## src/rtl/ocp_pkg.sv

```systemverilog
package ocp_pkg;
  typedef enum logic [1:0] {
    ST_IDLE = 2'd0,
    ST_RUN  = 2'd1,
    ST_NEG  = 2'd2,
    ST_HIC  = 2'd3
  } ocp_state_e;
endpackage

```

## src/rtl/ocp_run_counter.sv

```systemverilog
module ocp_run_counter #(
  parameter int LIMIT = 17,
  parameter int CW    = $clog2(LIMIT + 1)
) (
  input  logic          clk_i,
  input  logic          rst_ni,
  input  logic          clr_i,
  input  logic          act_i,
  input  logic          cyc_start_i,
  input  logic          oc_i,
  output logic [CW-1:0] cnt_o,
  output logic          kill_o,
  output logic          limit_o
);
  logic [CW-1:0] cnt_q, cnt_d, base;
  logic          kill_q, kill_d, hit;

  // detection: first oc in a cycle; oc on the start strobe belongs to the new cycle
  assign hit  = act_i & oc_i & (cyc_start_i | ~kill_q);
  assign base = (act_i & cyc_start_i & ~kill_q) ? '0 : cnt_q;
  assign cnt_d = hit ? base + CW'(1) : base;

  always_comb begin
    kill_d = kill_q;
    if (act_i) kill_d = cyc_start_i ? oc_i : (kill_q | oc_i);
  end

  assign limit_o = hit & (cnt_d == CW'(LIMIT));
  assign kill_o  = act_i & (oc_i | (kill_q & ~cyc_start_i));
  assign cnt_o   = cnt_q;

  always_ff @(posedge clk_i or negedge rst_ni) begin
    if (!rst_ni) begin
      cnt_q  <= '0;
      kill_q <= 1'b0;
    end else if (clr_i) begin
      cnt_q  <= '0;
      kill_q <= 1'b0;
    end else begin
      cnt_q  <= cnt_d;
      kill_q <= kill_d;
    end
  end
endmodule

```

## src/rtl/ocp_wait_timer.sv

```systemverilog
module ocp_wait_timer #(
  parameter int PERIODS = 4,
  parameter int TW      = $clog2(PERIODS + 1)
) (
  input  logic clk_i,
  input  logic rst_ni,
  input  logic run_i,
  input  logic tick_i,
  output logic done_o
);
  logic [TW-1:0] cnt_q;

  assign done_o = run_i & tick_i & (cnt_q == TW'(PERIODS - 1));

  always_ff @(posedge clk_i or negedge rst_ni) begin
    if (!rst_ni)                cnt_q <= '0;
    else if (!run_i || done_o)  cnt_q <= '0;
    else if (tick_i)            cnt_q <= cnt_q + TW'(1);
  end
endmodule

```

## src/rtl/ocp_seq_ctrl.sv

```systemverilog
module ocp_seq_ctrl
  import ocp_pkg::*;
(
  input  logic       clk_i,
  input  logic       rst_ni,
  input  logic       en_i,
  input  logic       neg_oc_i,
  input  logic       in_reg_i,
  input  logic       limit_i,
  input  logic       wait_done_i,
  output ocp_state_e state_o,
  output logic       restart_o
);
  ocp_state_e st_q, st_d;
  logic       pend_q, pend_d, restart_q, restart_d;

  always_comb begin
    st_d   = st_q;
    pend_d = pend_q;
    if (!en_i) begin
      st_d   = ST_IDLE;
      pend_d = 1'b0;
    end else begin
      unique case (st_q)
        ST_IDLE: st_d = ST_RUN;
        ST_RUN: begin
          // negative current wins; a coincident fault is kept for later
          if (neg_oc_i) begin
            st_d   = ST_NEG;
            pend_d = limit_i;
          end else if (limit_i) begin
            st_d = ST_HIC;
          end
        end
        ST_NEG: begin
          if (in_reg_i) begin
            st_d   = pend_q ? ST_HIC : ST_RUN;
            pend_d = 1'b0;
          end
        end
        ST_HIC: if (wait_done_i) st_d = ST_RUN;
        default: st_d = ST_IDLE;
      endcase
    end
  end

  assign restart_d = en_i & ((st_q == ST_IDLE) | ((st_q == ST_HIC) & wait_done_i));

  always_ff @(posedge clk_i or negedge rst_ni) begin
    if (!rst_ni) begin
      st_q      <= ST_IDLE;
      pend_q    <= 1'b0;
      restart_q <= 1'b0;
    end else begin
      st_q      <= st_d;
      pend_q    <= pend_d;
      restart_q <= restart_d;
    end
  end

  assign state_o   = st_q;
  assign restart_o = restart_q;
endmodule

```

## src/rtl/ocp_hiccup_seq.sv

```systemverilog
module ocp_hiccup_seq
  import ocp_pkg::*;
#(
  parameter int OC_LIMIT     = 17,
  parameter int WAIT_PERIODS = 4
) (
  input  logic clk_i,
  input  logic rst_ni,
  input  logic en_i,
  input  logic cyc_start_i,
  input  logic oc_i,
  input  logic neg_oc_i,
  input  logic in_reg_i,
  input  logic ss_tick_i,
  output logic hs_kill_o,
  output logic shutdown_o,
  output logic tristate_o,
  output logic discharge_o,
  output logic ss_restart_o,
  output logic oc_flag_o
);
  localparam int CNT_W = $clog2(OC_LIMIT + 1);
  localparam int TMR_W = $clog2(WAIT_PERIODS + 1);

  ocp_state_e       state;
  logic [CNT_W-1:0] oc_cnt;
  logic             limit_hit, wait_done, kill;

  ocp_run_counter #(.LIMIT(OC_LIMIT), .CW(CNT_W)) u_cnt (
    .clk_i       (clk_i),
    .rst_ni      (rst_ni),
    .clr_i       (~en_i | wait_done),
    .act_i       (state == ST_RUN),
    .cyc_start_i (cyc_start_i),
    .oc_i        (oc_i),
    .cnt_o       (oc_cnt),
    .kill_o      (kill),
    .limit_o     (limit_hit)
  );

  ocp_wait_timer #(.PERIODS(WAIT_PERIODS), .TW(TMR_W)) u_tmr (
    .clk_i  (clk_i),
    .rst_ni (rst_ni),
    .run_i  (state == ST_HIC),
    .tick_i (ss_tick_i),
    .done_o (wait_done)
  );

  ocp_seq_ctrl u_ctrl (
    .clk_i       (clk_i),
    .rst_ni      (rst_ni),
    .en_i        (en_i),
    .neg_oc_i    (neg_oc_i),
    .in_reg_i    (in_reg_i),
    .limit_i     (limit_hit),
    .wait_done_i (wait_done),
    .state_o     (state),
    .restart_o   (ss_restart_o)
  );

  assign hs_kill_o   = kill;
  assign shutdown_o  = (state == ST_IDLE) | (state == ST_HIC);
  assign tristate_o  = (state == ST_NEG);
  assign discharge_o = (state != ST_RUN);
  assign oc_flag_o   = |oc_cnt;
endmodule

```

## config.mk

```make
export PLATFORM = sky130hd
export DESIGN_NAME = ocp_hiccup_seq
export DESIGN_NICKNAME = d
export VERILOG_FILES = /design/src/rtl/ocp_pkg.sv /design/src/rtl/ocp_run_counter.sv /design/src/rtl/ocp_wait_timer.sv /design/src/rtl/ocp_seq_ctrl.sv /design/src/rtl/ocp_hiccup_seq.sv
export SDC_FILE = /design/constraint.sdc
export NUM_CORES = 1
export LEC_CHECK = 0
export ABC_AREA = 1
export BUFFER_PORTS_ARGS = -buffer_cell sky130_fd_sc_hd__clkbuf_2
export CAP_MARGIN = 40
export CORE_MARGIN = 2
export CORE_UTILIZATION = 58
export DETAILED_ROUTE_END_ITERATION = 10
export PLACE_DENSITY = 0.81
export SETUP_SLACK_MARGIN = 0.5
export SYNTH_ARGS = -nofsm -noshare
export SYNTH_HDL_FRONTEND = slang
export SYNTH_SLANG_ARGS = --single-unit
```

## constraint.sdc

```tcl
create_clock -name clk_i -period 4.48 [get_ports clk_i]
set_input_delay 0.448 -clock clk_i [delete_from_list [all_inputs] [get_ports clk_i]]
set_output_delay 0.448 -clock clk_i [all_outputs]
set_load 0.05 [all_outputs]
```

After elaboration in Yosys (flattened, before gate mapping)

Cells that the tools add are included.

Register bits: 13

$add $sub $neg: 2
Multiplexer cells: 19
Reductions and logical operators: 8
Equal/unequal tests: 11
Bitwise logic cells: 20

Operator list:

| kind                                                  | count |
|---|---|
| 2-to-1 mux 5 bit                                      | 3 |
| 2-to-1 mux 2 bit                                      | 6 |
| AND 1 bit                                             | 11 |
| one-hot mux 2 bit (4 select lines)                    | 1 |
| 2-to-1 mux 1 bit                                      | 6 |
| 2-to-1 mux 3 bit                                      | 2 |
| inequality test 3 bit, second input constant          | 2 |
| OR 1 bit                                              | 6 |
| AND reduction 3 bit                                   | 2 |
| adder 5 x 1 -> 5 bit, second input constant           | 1 |
| == test 5 bit, second input constant                  | 1 |
| OR reduction 5 bit                                    | 1 |
| == test 2 bit, second input constant                  | 2 |
| inequality test 4 x 3 -> 1 bit, second input constant | 1 |
| nonzero test 2 bit                                    | 2 |
| adder 3 x 1 -> 3 bit, second input constant           | 1 |
| == test 3 x 2 -> 1 bit, second input constant         | 1 |
| inequality test 3 x 1 -> 1 bit, second input constant | 1 |
| inequality test 3 x 2 -> 1 bit, second input constant | 1 |
| inverter 1 bit                                        | 3 |
| == test 2 x 1 -> 1 bit, second input constant         | 1 |
| logical NOT 2 bit                                     | 1 |
| inequality test 2 x 1 -> 1 bit, second input constant | 1 |
| one-hot mux 1 bit (2 select lines)                    | 1 |
| 2 further kinds                                       | 2 |

Logic depth before layout (Yosys ltp)

Gate-level depths: netlist (run 1).

Word-level depth: 12
Mapped depth: 17
Gate-level depth less buffers: 17

By module

A second synthesis (run 1) with hierarchy kept.

Cell total of the unflattened synthesis: 143
Area, all modules: 1029.7 um^2

By module, submodules not included:

| module          | cells each | area each (um^2) | sequential area each (um^2) | instances |
|---|---|---|---|---|
| ocp_run_counter | 57         | 430.4            | 150.1                       | 1 |
| ocp_seq_ctrl    | 52         | 356.6            | 100.1                       | 1 |
| ocp_wait_timer  | 22         | 170.2            | 75.1                        | 1 |
| ocp_hiccup_seq  | 12         | 72.6             | 0.0                         | 1 |

Worst setup path before layout (run 1)

Ideal clock, no wire load.

Path kind: register -> output
From: register u_ctrl.st_q[1] (netlist: u_ctrl.state_o[1])
To: output port hs_kill_o
Setup slack: 1.850 ns
Arrival: 2.182 ns
Cell stages (with the launch flop): 5
Path buffers: 0
Data required time: 4.032 ns
Cells stage by stage: dfrtp_1 -> inv_1 -> ha_1 -> inv_1 -> o21ai_0

Word-level cells in the longest chain between the ends: 2

RTL lines:

| item                   | line                  | RTL |
|---|---|---|
| from (decl)            | ocp_seq_ctrl.sv:14    | `ocp_state_e st_q, st_d;` |
| from (signal assigned) | ocp_seq_ctrl.sv:55    | `st_q <= st_d;` |
| == test 2 x 1 -> 1 bit | ocp_hiccup_seq.sv:33  | `.act_i (state == ST_RUN),` |
| AND 1 bit              | ocp_run_counter.sv:29 | `assign kill_o = act_i & (oc_i \| (kill_q & ~cyc_start_i));` |
| to (decl)              | ocp_hiccup_seq.sv:15  | `output logic hs_kill_o,` |

No other way between the ends.

Final worst setup path (run 1)

From: register u_ctrl.st_q[1] (netlist: u_ctrl.state_o[1])
To: register u_ctrl.st_q[1] (netlist: u_ctrl.state_o[1])

Word-level cells in the longest chain between the ends: 10
Elaborated cells between the ends (all ways): 21
Classes of those cells: 1 x add/sub; 7 x eq/ne; 4 x mux; 7 x bitwise; 2 x reduce/logical

RTL lines:

| item                                            | line                                     | RTL |
|---|---|---|
| == test 2 x 1 -> 1 bit                          | ocp_seq_ctrl.sv:24, ocp_hiccup_seq.sv:33 |  |
| AND 1 bit (2 in series)                         | ocp_run_counter.sv:20                    | `assign base = (act_i & cyc_start_i & ~kill_q) ? '0 : cnt_q;` |
| 2-to-1 mux 5 bit                                | ocp_run_counter.sv:20                    |  |
| adder 5 x 1 -> 5 bit                            | ocp_run_counter.sv:21                    | `assign cnt_d = hit ? base + CW'(1) : base;` |
| 2-to-1 mux 5 bit                                | ocp_run_counter.sv:21                    |  |
| == test 5 bit                                   | ocp_run_counter.sv:28                    | `assign limit_o = hit & (cnt_d == CW'(LIMIT));` |
| AND 1 bit                                       | ocp_run_counter.sv:28                    |  |
| inequality test 4 x 3 -> 1 bit (no source line) | n/a                                      |  |
| AND reduction 3 bit (no source line)            | n/a                                      |  |

Parallel ways exist; a longest one is shown, timed or not.
A chain may end at the register's enable or synchronous reset.

==> flow_summary.yaml, run 1 <==
status:
  status: "completed"
route:
  vias: 770
  drc_errors: 0
  wl_per_cell_um: 11.06
  drtIter0Drc: 15
  final_antenna_net_count: 0
  avgViaCountPerCell: 5.168
  wl_um: 1648
  drt-pass1-iter-count: 6
timing:
  setup-tns-final_ns: 0
  fin_crit_ns: 2.245
  period_share: 0.5011
  max_slew_margin: 0.7922
  clock.fmax_mhz: 445.4
  setup_viol: 0
  tightest_slew_ns: 0.3117
  rsz0062_at_grt: "no"
  skew_ns: 0.001475
  slew_violations: 0
  finalHoldViolCount: 0
power:
  p_switching_w: 0.0002374
  power_frac_seq: 0.313
  power_density_nw_per_um2: 478.8
  ir_worst_vdd_uv: 339.8
  p_int_w: 0.0002353
  combPwrFrac: 0.534
  clkPwrFrac: 0.153
  leakagePower_nw: 0.5330
  sw_frac_of_total: 0.5022
synthesis:
  synth_ff_type: "dfrtp_1"
  yosys_register_bits: 13
  synth_nets: 131
  synth_top_cell_by_area: "dfrtp_1"
  synth_edf_count: 0
  synthesis.area_um2: 875.8
  synth_common_cells: "nand2_1, inv_1, dfrtp_1"
  avgSynthCellArea_um2: 7.550
  ys_warn_count: 0
  ys_types: 22
  ys_async_sr_fraction: 1.000
  synth.most_common_cell: "nand2_1"
  syn_inst: 116
  synth_area_leaders: "dfrtp_1, nand2_1, ha_1"
  yosysSeqAreaShare: 0.3714
  netlist.area_leader.share: 0.3714
critical_path:
  slowest_stage: "dfrtp_1"
  start_kind: "flop"
  critPathMaxStageDelay_ns: 0.41
  arrival_ns: 2.41
  endpoint_kind: "flop"
  critPathBufInv: 3
  crit_top_cell: "nand2_1"
  path_delay_family: "simple AND/OR/NAND/NOR gates"
  path_cells: "inv_1 -> ha_1 -> nand3_2 -> nand2_1 -> inv_1 -> ha_1 -> inv_1 -> nor2_4 -> nand2_1 -> nand3_1 -> nor2_2 -> nand3_2 -> nand2_2 -> nand2_2 -> nand2_1 -> nand2_1"
  timing_worst_setup_path_type: "reg -> reg"
  crit_required_ns: 4.65
  worstPathMaxFanout: 7
global_routing:
  grt.overflow.total: 0
  groute.usage.overall: 0.2009
  first_global_vias: 712
  grt_max_degree: 14
  grt_pass1_wl_um: 2822
  antenna_found_initial: 0
clocking:
  cts_hold_buf: 0
  root_buffer: "clkbuf_4"
  clock_latency_ns: 0.27
  cts_max_level: 1
  clock_path_buffers: 2
  path_clk_slew_ns: 0.08
  cts_setup_buffers: 0
  cts_tree: "done"
  cts_buffers: 3
  cts.repair.resized: 0
  cts.sinks: 13
cells_and_area:
  area_growth_pct: 12.71
  drive_gt1_frac: 0.2331
  finalNetCount: 149
  antenna_cells: 0
  stdcell_area_um2: 987.2
placement:
  dpl_cell_area_um2: 960.9
  port-buffer-count: 13
  place_hpwl_um: 1292
  routabilityCongestion: 0.8906
worst_hold_path:
  hold_class: "in -> async"
floorplanning:
  die_w_um: 42.86
  core_um2: 1454
  die_area_um2: 1837
  die_h_um: 42.86
  start_util: 0.6024
  rows: 14
  num_io_pins: 14
run:
  cap_viol_max_count: 0
-- worst reg2reg max path: stages (launching register included) --
cell and delay, ns:
dfrtp_1 0.41, inv_1 0.09, ha_1 0.31, nand3_2 0.19, nand2_1 0.15, inv_1 0.05, ha_1 0.21, inv_1 0.10
nor2_4 0.05, nand2_1 0.07, nand3_1 0.08, nor2_2 0.09, nand3_2 0.09, nand2_2 0.09, nand2_2 0.06, nand2_1 0.06
nand2_1 0.04
-- routing by layer --
| layer | vias to the layer above | track usage | routed length [µm] |
|---|---|---|---|
| met5 | - | 0 | 0 |
| met4 | 0 | 0.08750 | 28 |
| met3 | 6 | 0.02979 | 46 |
| met2 | 13 | 0.3394 | 814 |
| met1 | 349 | 0.2521 | 759 |
| li1 | 402 | - | - |
-- final cells by class --
| cell class | instances | area [µm²] |
|---|---|---|
| Inverter | 20 | 75.07 |
| Tap cell | 16 | 20.02 |
| Multi-Input combinational cell | 83 | 475.5 |
| Sequential cell | 13 | 325.3 |
| Timing Repair Buffer | 13 | 65.06 |
| Clock buffer | 4 | 26.28 |
| Fill cell | 128 | 466.7 |
-- path summary, 6_finish.rpt --
path / end / startpoint / slack (ns) / depth (start not counted)
worst min-delay path: u_tmr.cnt_q[2]$_DFFE_PN0P_ / rst_ni / 0.05 / 1
worst max register to register: u_ctrl.state_o[1]$_DFFE_PN0P_ / u_ctrl.state_o[1]$_DFFE_PN0P_ / 2.23 / 16
min in group clk_i: u_cnt.kill_q$_DFFE_PN0P_ / oc_i / 0.44 / 3
max in group asynchronous: u_ctrl.pend_q$_DFFE_PN0P_ / rst_ni / 4.20 / 1
worst max-delay path: u_ctrl.state_o[1]$_DFFE_PN0P_ / u_ctrl.state_o[1]$_DFFE_PN0P_ / 2.23 / 16
worst min register to register: u_ctrl.pend_q$_DFFE_PN0P_ / u_ctrl.pend_q$_DFFE_PN0P_ / 0.53 / 2
-- flip-flops by register name (all words and copies together), names as in the netlist --
signal / count
u_ctrl.pend_q: 1
u_cnt.kill_q: 1
u_ctrl.restart_o: 1
u_ctrl.state_o: 2
u_tmr.cnt_q: 3
u_cnt.cnt_o: 5
-- layout by cell type, fill, tap and decap left out, types with 2 or more instances in the layout --
cell,Yosys,final
nand2_1,25,25
inv_1,18,18
clkbuf_2,0,13
dfrtp_1,13,13
nor2_1,11,11
nand3_1,8,8
a21oi_1,7,7
ha_1,7,7
nand2_2,5,5
nor3_1,4,4
o21ai_0,3,3
clkbuf_4,0,3
nand3_2,2,2
inv_2,2,2
nor2_4,2,2
-- power by group through the flow --
stage	clock (W)	sequential, W	combinational (W)
after floorplan	0	0.000158	0.000192
after global placement	0	0.000149	0.000248
after detailed placement	0	0.000150	0.000251
after CTS	0.0000738	0.000148	0.000252
after global routing	0.0000813	0.000152	0.000274
final	0.0000723	0.000148	0.000252
-- logic make-up (layout without fill, tap and decap cells) --
group,after synthesis,after routing,synth area share
AOI/OAI and AO/OA,13,13,0.08286
xor gates and xnor gates,1,1,0.01000
adders and majority gates,7,7,0.1000
buffers and inverters,20,37,0.08571
DFF,13,13,0.3714
and+or+nand+nor,62,62,0.3500
-- metrics by stage --
stage | std cells | util | worst slack (ns) | total power (W) | hold slack, ns
6_report | 149 | 0.6790 | 2.235 | 0.0004727 | 0.04928
5_1_grt | 149 | 0.6790 | 1.978 | 0.0005069 | 0.06347
4_1_cts | 149 | 0.6790 | 2.221 | 0.0004736 | 0.05928
2_1_floorplan | 116 | - | 1.850 | 0.0003504 | 0.1524
3_3_place_gp | 145 | 0.6609 | 2.315 | 0.0003978 | 0.3545
3_5_place_dp | 145 | 0.6609 | 2.234 | 0.0004012 | 0.3542
(Power assumes the default switching activity.)
==> run 2, diff against run 1 <==
CORE_UTILIZATION = 49   (was 58)
PLACE_DENSITY = 0.73   (was 0.81)
clock period = 1.9 ns   (was 4.48 ns; I/O delays follow)
==> flow_summary.yaml, run 2 (synthesis results as in run 1) <==
critical_path:
  path_delay_family: "simple AND/OR/NAND/NOR gates"
  path_cells: "inv_2 -> ha_4 -> nand3_4 -> nand2_2 -> inv_2 -> ha_4 -> inv_4 -> nor2_4 -> nand3_2 -> nand2_2 -> nand2_2 -> inv_2 -> nand3_4 -> nand2_4 -> nand2_4 -> nand2_1 -> nand2_1"
  endpoint_kind: "flop"
  slowest_stage: "dfrtp_1"
  crit_required_ns: 2.10
  rr_startpoint: "u_ctrl.state_o[1]$_DFFE_PN0P_"
  worstPathMaxFanout: 3
  critPathBufInv: 4
  timing_worst_setup_path_type: "reg -> reg"
  arrival_ns: 2.20
  rr_worst_depth: 17
  start_kind: "flop"
  critPathMaxStageDelay_ns: 0.42
  reg2reg_to: "u_ctrl.state_o[0]$_DFFE_PN0P_"
  r2r_setup_slack_ns: -0.11
floorplanning:
  core_um2: 1708
  num_io_pins: 14
  rows: 15
  start_util: 0.5128
  die_h_um: 46.28
  die_area_um2: 2141
  die_w_um: 46.28
timing:
  tightest_slew_ns: 0.3750
  slew_violations: 0
  finalHoldViolCount: 0
  setup_ws_ns: -0.1068
  max_slew_margin: 0.7500
  fin_crit_ns: 2.007
  clock.fmax_mhz: 498.3
  setup_viol: 3
  skew_ns: 0.007418
  period_share: 1.056
  rsz0062_at_grt: "yes"
cells_and_area:
  area_growth_pct: 69.43
  utilization: 0.8689
  antenna_cells: 0
  layout.cells.non_filler: 180
  stdcell_area_um2: 1484
  drive_gt1_frac: 0.5935
  final_common_cell: "nand2_1"
  largest_reg_flops: 5
  layout_common_cells: "nand2_1, buf_4, dfrtp_1"
  finalNetCount: 171
placement:
  place_hpwl_um: 1448
  dp_cells: 160
  dpl_cell_area_um2: 1061
  routabilityCongestion: 0.8796
  port-buffer-count: 13
power:
  p_switching_w: 0.0008569
  ir_worst_vdd_uv: 970.8
  p_int_w: 0.0009625
  sw_frac_of_total: 0.4710
  power_density_nw_per_um2: 1226
  combPwrFrac: 0.696
  power_frac_seq: 0.200
  leakagePower_nw: 0.6852
  clkPwrFrac: 0.104
route:
  drc_errors: 0
  drtIter0Drc: 45
  final_antenna_net_count: 0
  met2_length_um: 1872
  vias: 1041
  top_layer: "met4"
  drt-pass1-iter-count: 5
  wl_per_cell_um: 19.81
  routed-wl-met3_um: 202
  avgViaCountPerCell: 5.783
  drt-met1-wl_um: 1221
  wl_um: 3565
worst_hold_path:
  hold_class: "in -> reg"
  hold_path_depth: 3
  min_from: "neg_oc_i"
  holdPathEnd: "u_ctrl.pend_q$_DFFE_PN0P_"
global_routing:
  grt.overflow.total: 0
  grt_max_degree: 14
  grt_pass1_wl_um: 4505
  first_global_vias: 1048
  antenna_found_initial: 0
  groute.usage.overall: 0.3069
clocking:
  clock_latency_ns: 0.29
  path_clk_slew_ns: 0.10
  cts_max_level: 1
  root_buffer: "clkbuf_4"
  cts.sinks: 13
  cts_tree: "done"
  clock_path_buffers: 2
  cts_buffers: 3
run:
  cap_viol_max_count: 0
status:
  violations: "setup timing"
  status: "finished, violations left"
[run 2: changes by cell type in the layout (fill, tap and decap cells not counted), sizes merged]
cell         before  now
clkbuf           17   13
dlygate4sd3       0    1
buf               0   24
clkinv            0    1
[run 2: per-layer routing]
metal	vias up	global-route usage
met1	492	0.3098
met5	-	0
met2	69	0.5278
met4	0	0.2286
li1	451	-
met3	29	0.08627
[run 2: area by class of cell]
class                      instances  area, µm²
multi-input combinational         83      683.2
inverter                          20      90.09
clock buffer                       3      22.52
fill                              72      224.0
tap                               25      31.28
timing repair buffer              35      325.3
sequential                        13      326.6
clock inverter                     1      5.005
[run 2: power groups by stage]
stage          clock [W]  sequential [W]  combinational [W]
2_1_floorplan          0        0.000382           0.000500
3_3_place_gp           0        0.000358           0.000696
3_5_place_dp           0        0.000359           0.000708
4_1_cts         0.000187        0.000352            0.00107
5_1_grt         0.000204        0.000364            0.00132
6_report        0.000190        0.000363            0.00127
[run 2: worst max path at each step]
stage	start	to	slack, ns	depth (start not counted)
floorplan	u_ctrl.state_o[1]$_DFFE_PN0P_	u_ctrl.state_o[0]$_DFFE_PN0P_	0.11	16
global placement	u_ctrl.state_o[0]$_DFFE_PN0P_	u_ctrl.state_o[1]$_DFFE_PN0P_	0.09	14
detailed placement	u_ctrl.state_o[0]$_DFFE_PN0P_	u_ctrl.state_o[1]$_DFFE_PN0P_	0.07	14
CTS	u_ctrl.state_o[1]$_DFFE_PN0P_	u_ctrl.state_o[1]$_DFFE_PN0P_	0.08	16
global route	u_ctrl.state_o[1]$_DFFE_PN0P_	u_ctrl.state_o[1]$_DFFE_PN0P_	-0.14	17
finish	u_ctrl.state_o[1]$_DFFE_PN0P_	u_ctrl.state_o[0]$_DFFE_PN0P_	-0.11	17
[run 2: metrics by stage]
stage | setup TNS [ns] | hold slack, ns | setup slack, ns | power, W
after global placement | 0 | 0.1058 | 0.08953 | 0.001054
after floorplan | 0 | -0.1056 | 0.1064 | 0.0008814
after global routing | -0.3438 | 0.1882 | -0.1426 | 0.001885
after detailed placement | 0 | 0.1106 | 0.06701 | 0.001067
after CTS | 0 | 0.1596 | 0.08022 | 0.001613
final | -0.2149 | 0.1787 | -0.1068 | 0.001819
[run 2: what timing repair did]
item	CTS	global route
pin swaps	13	11
gates resized for setup	34	38
hold buffers	1	0
hold endpoints to repair	13	0
setup buffers	10	5
endpoints found under the setup margin	13	17
cloned	0	0
[run 2: worst reg2reg max path, delay by kind of cell, from the launching register on]
kind	cells	cell delay [ns]
buffers and inverters	4	0.25
adders and majority gates	2	0.33
and+or+nand+nor	11	0.90
DFF	1	0.42
==> run 3, diff against run 2 <==
BUFFER_PORTS_ARGS = -buffer_cell sky130_fd_sc_hd__buf_2   (was -buffer_cell sky130_fd_sc_hd__clkbuf_2)
PLACE_DENSITY = 0.81   (was 0.73)
==> flow_summary.yaml, run 3 (synthesis results as in run 1) <==
route:
  drt-pass1-iter-count: 4
  avgViaCountPerCell: 5.200
  wl_um: 2828
  top_layer: "met4"
  drc_errors: 0
  routed-wl-met3_um: 98
  final_antenna_net_count: 0
  met2_length_um: 1536
  vias: 962
  drtIter0Drc: 30
  wl_per_cell_um: 15.29
  drt-met1-wl_um: 1054
timing:
  fin_crit_ns: 1.853
  max_slew_margin: 0.7840
  finalHoldViolCount: 0
  clock.fmax_mhz: 539.6
  skew_ns: 0.005816
  slew_violations: 0
  period_share: 0.9754
  tightest_slew_ns: 0.3232
  setup_viol: 0
  rsz0062_at_grt: "yes"
cells_and_area:
  finalNetCount: 176
  final_common_cell: "buf_4"
  multi_input_area_um2: 666.9
  layout_common_cells: "buf_4, nand2_1, dfrtp_1"
  stdcell_area_um2: 1470
  utilization: 0.8608
  area_growth_pct: 67.86
  nFillCells: 78
  regArea_um2: 326.6
  largest_reg_flops: 5
  drive_gt1_frac: 0.5500
  antenna_cells: 0
critical_path:
  crit_top_cell: "nand2_2"
  rr_startpoint: "u_ctrl.state_o[1]$_DFFE_PN0P_"
  critPathBufInv: 3
  arrival_ns: 2.04
  worstPathMaxFanout: 3
  timing_worst_setup_path_type: "reg -> reg"
  startpoint: "u_ctrl.state_o[1]$_DFFE_PN0P_"
  crit_required_ns: 2.08
  start_kind: "flop"
  critPathMaxStageDelay_ns: 0.40
  endpoint_kind: "flop"
  slowest_stage: "dfrtp_1"
  path_delay_family: "simple AND/OR/NAND/NOR gates"
  path_cells: "inv_2 -> ha_4 -> nand3_4 -> nand2_4 -> inv_4 -> ha_4 -> inv_4 -> nor2_4 -> nand2_2 -> nand3_2 -> nor2_2 -> nand3_2 -> nand2_2 -> nand2_2 -> nand2_1 -> nand2_1"
floorplanning:
  num_io_pins: 14
  die_area_um2: 2141
  rows: 15
  start_util: 0.5128
  die_w_um: 46.28
  die_h_um: 46.28
  core_um2: 1708
clocking:
  path_clk_slew_ns: 0.08
  cts_tree: "done"
  cts.sinks: 13
  clock_latency_ns: 0.28
  clock_path_buffers: 2
  cts_max_level: 1
  cts_buffers: 3
  root_buffer: "clkbuf_4"
worst_hold_path:
  min_from: "ss_tick_i"
  hold_class: "in -> reg"
power:
  ir_worst_vdd_uv: 847.3
  power_density_nw_per_um2: 1189
  leakagePower_nw: 0.6876
placement:
  port-buffer-count: 13
  dpl_cell_area_um2: 1046
  routabilityCongestion: 0.9113
  place_hpwl_um: 1522
run:
  cap_viol_max_count: 0
global_routing:
  grt.overflow.total: 0
  grt_pass1_wl_um: 4036
  groute.usage.overall: 0.2738
  antenna_found_initial: 0
  grt_max_degree: 14
  first_global_vias: 945
status:
  status: "completed"
==> run 3: worst paths after layout <==
path                                                  to  slack [ns]  cells past startpoint
setup reg to reg           u_ctrl.state_o[0]$_DFFE_PN0P_        0.05                     16
hold / removal                u_tmr.cnt_q[1]$_DFFE_PN0P_        0.20                      3
setup / recovery           u_ctrl.state_o[0]$_DFFE_PN0P_        0.05                     16
hold reg to reg                u_ctrl.pend_q$_DFFE_PN0P_        0.53                      2
min in group asynchronous     u_tmr.cnt_q[2]$_DFFE_PN0P_        0.32                      2
max in group asynchronous       u_cnt.cnt_o[0]$_DFF_PN0_        1.33                      2
==> run 3: final cells by class <==
type                    instances  area share
clock buffers                   4     0.01787
well taps                      25     0.02128
inverters                      20     0.06468
flip-flops and latches         13      0.2221
repair buffers                 40      0.2204
multi-input cells              83      0.4536
==> run 3: power by group <==
part	switching [W]	internal [W]	leakage (nW)
Clock	0.0000944	0.0000817	0.0150
Sequential	0.0000411	0.000316	0.176
Combinational	0.000680	0.000534	0.497
==> run 3: repair_timing <==
| item | 4_1_cts | 5_1_grt |
|---|---|---|
| hold buffers | 1 | 0 |
| gates resized for setup | 31 | 28 |
| endpoints found under the hold margin | 13 | 0 |
| setup endpoints to repair | 12 | 17 |
| pin swaps | 15 | 8 |
| setup buffers | 15 | 7 |
==> run 3: through the flow <==
step	instances	total power [W]	TNS, ns	setup WS (ns)	hold WS (ns)
after floorplan	116	0.0008814	0	0.1064	-0.1056
after global placement	158	0.001040	0	0.08559	0.09155
after detailed placement	158	0.001057	0	0.05804	0.09192
after CTS	178	0.001550	0	0.1195	0.1891
after global routing	185	0.001830	-0.09627	-0.05342	0.2174
final	185	0.001747	0	0.04665	0.1977
==> run 3: tightest hold or removal path, stage by stage <==
cell and delay [ns]:
buf_2 0.14, nand2_1 0.06, a21oi_1 0.06
==> run 3: layer usage <==
metal,track usage,vias to the layer above
met5,0,-
met4,0.1314,0
met3,0.03922,14
met2,0.4972,35
met1,0.3079,453
li1,-,460
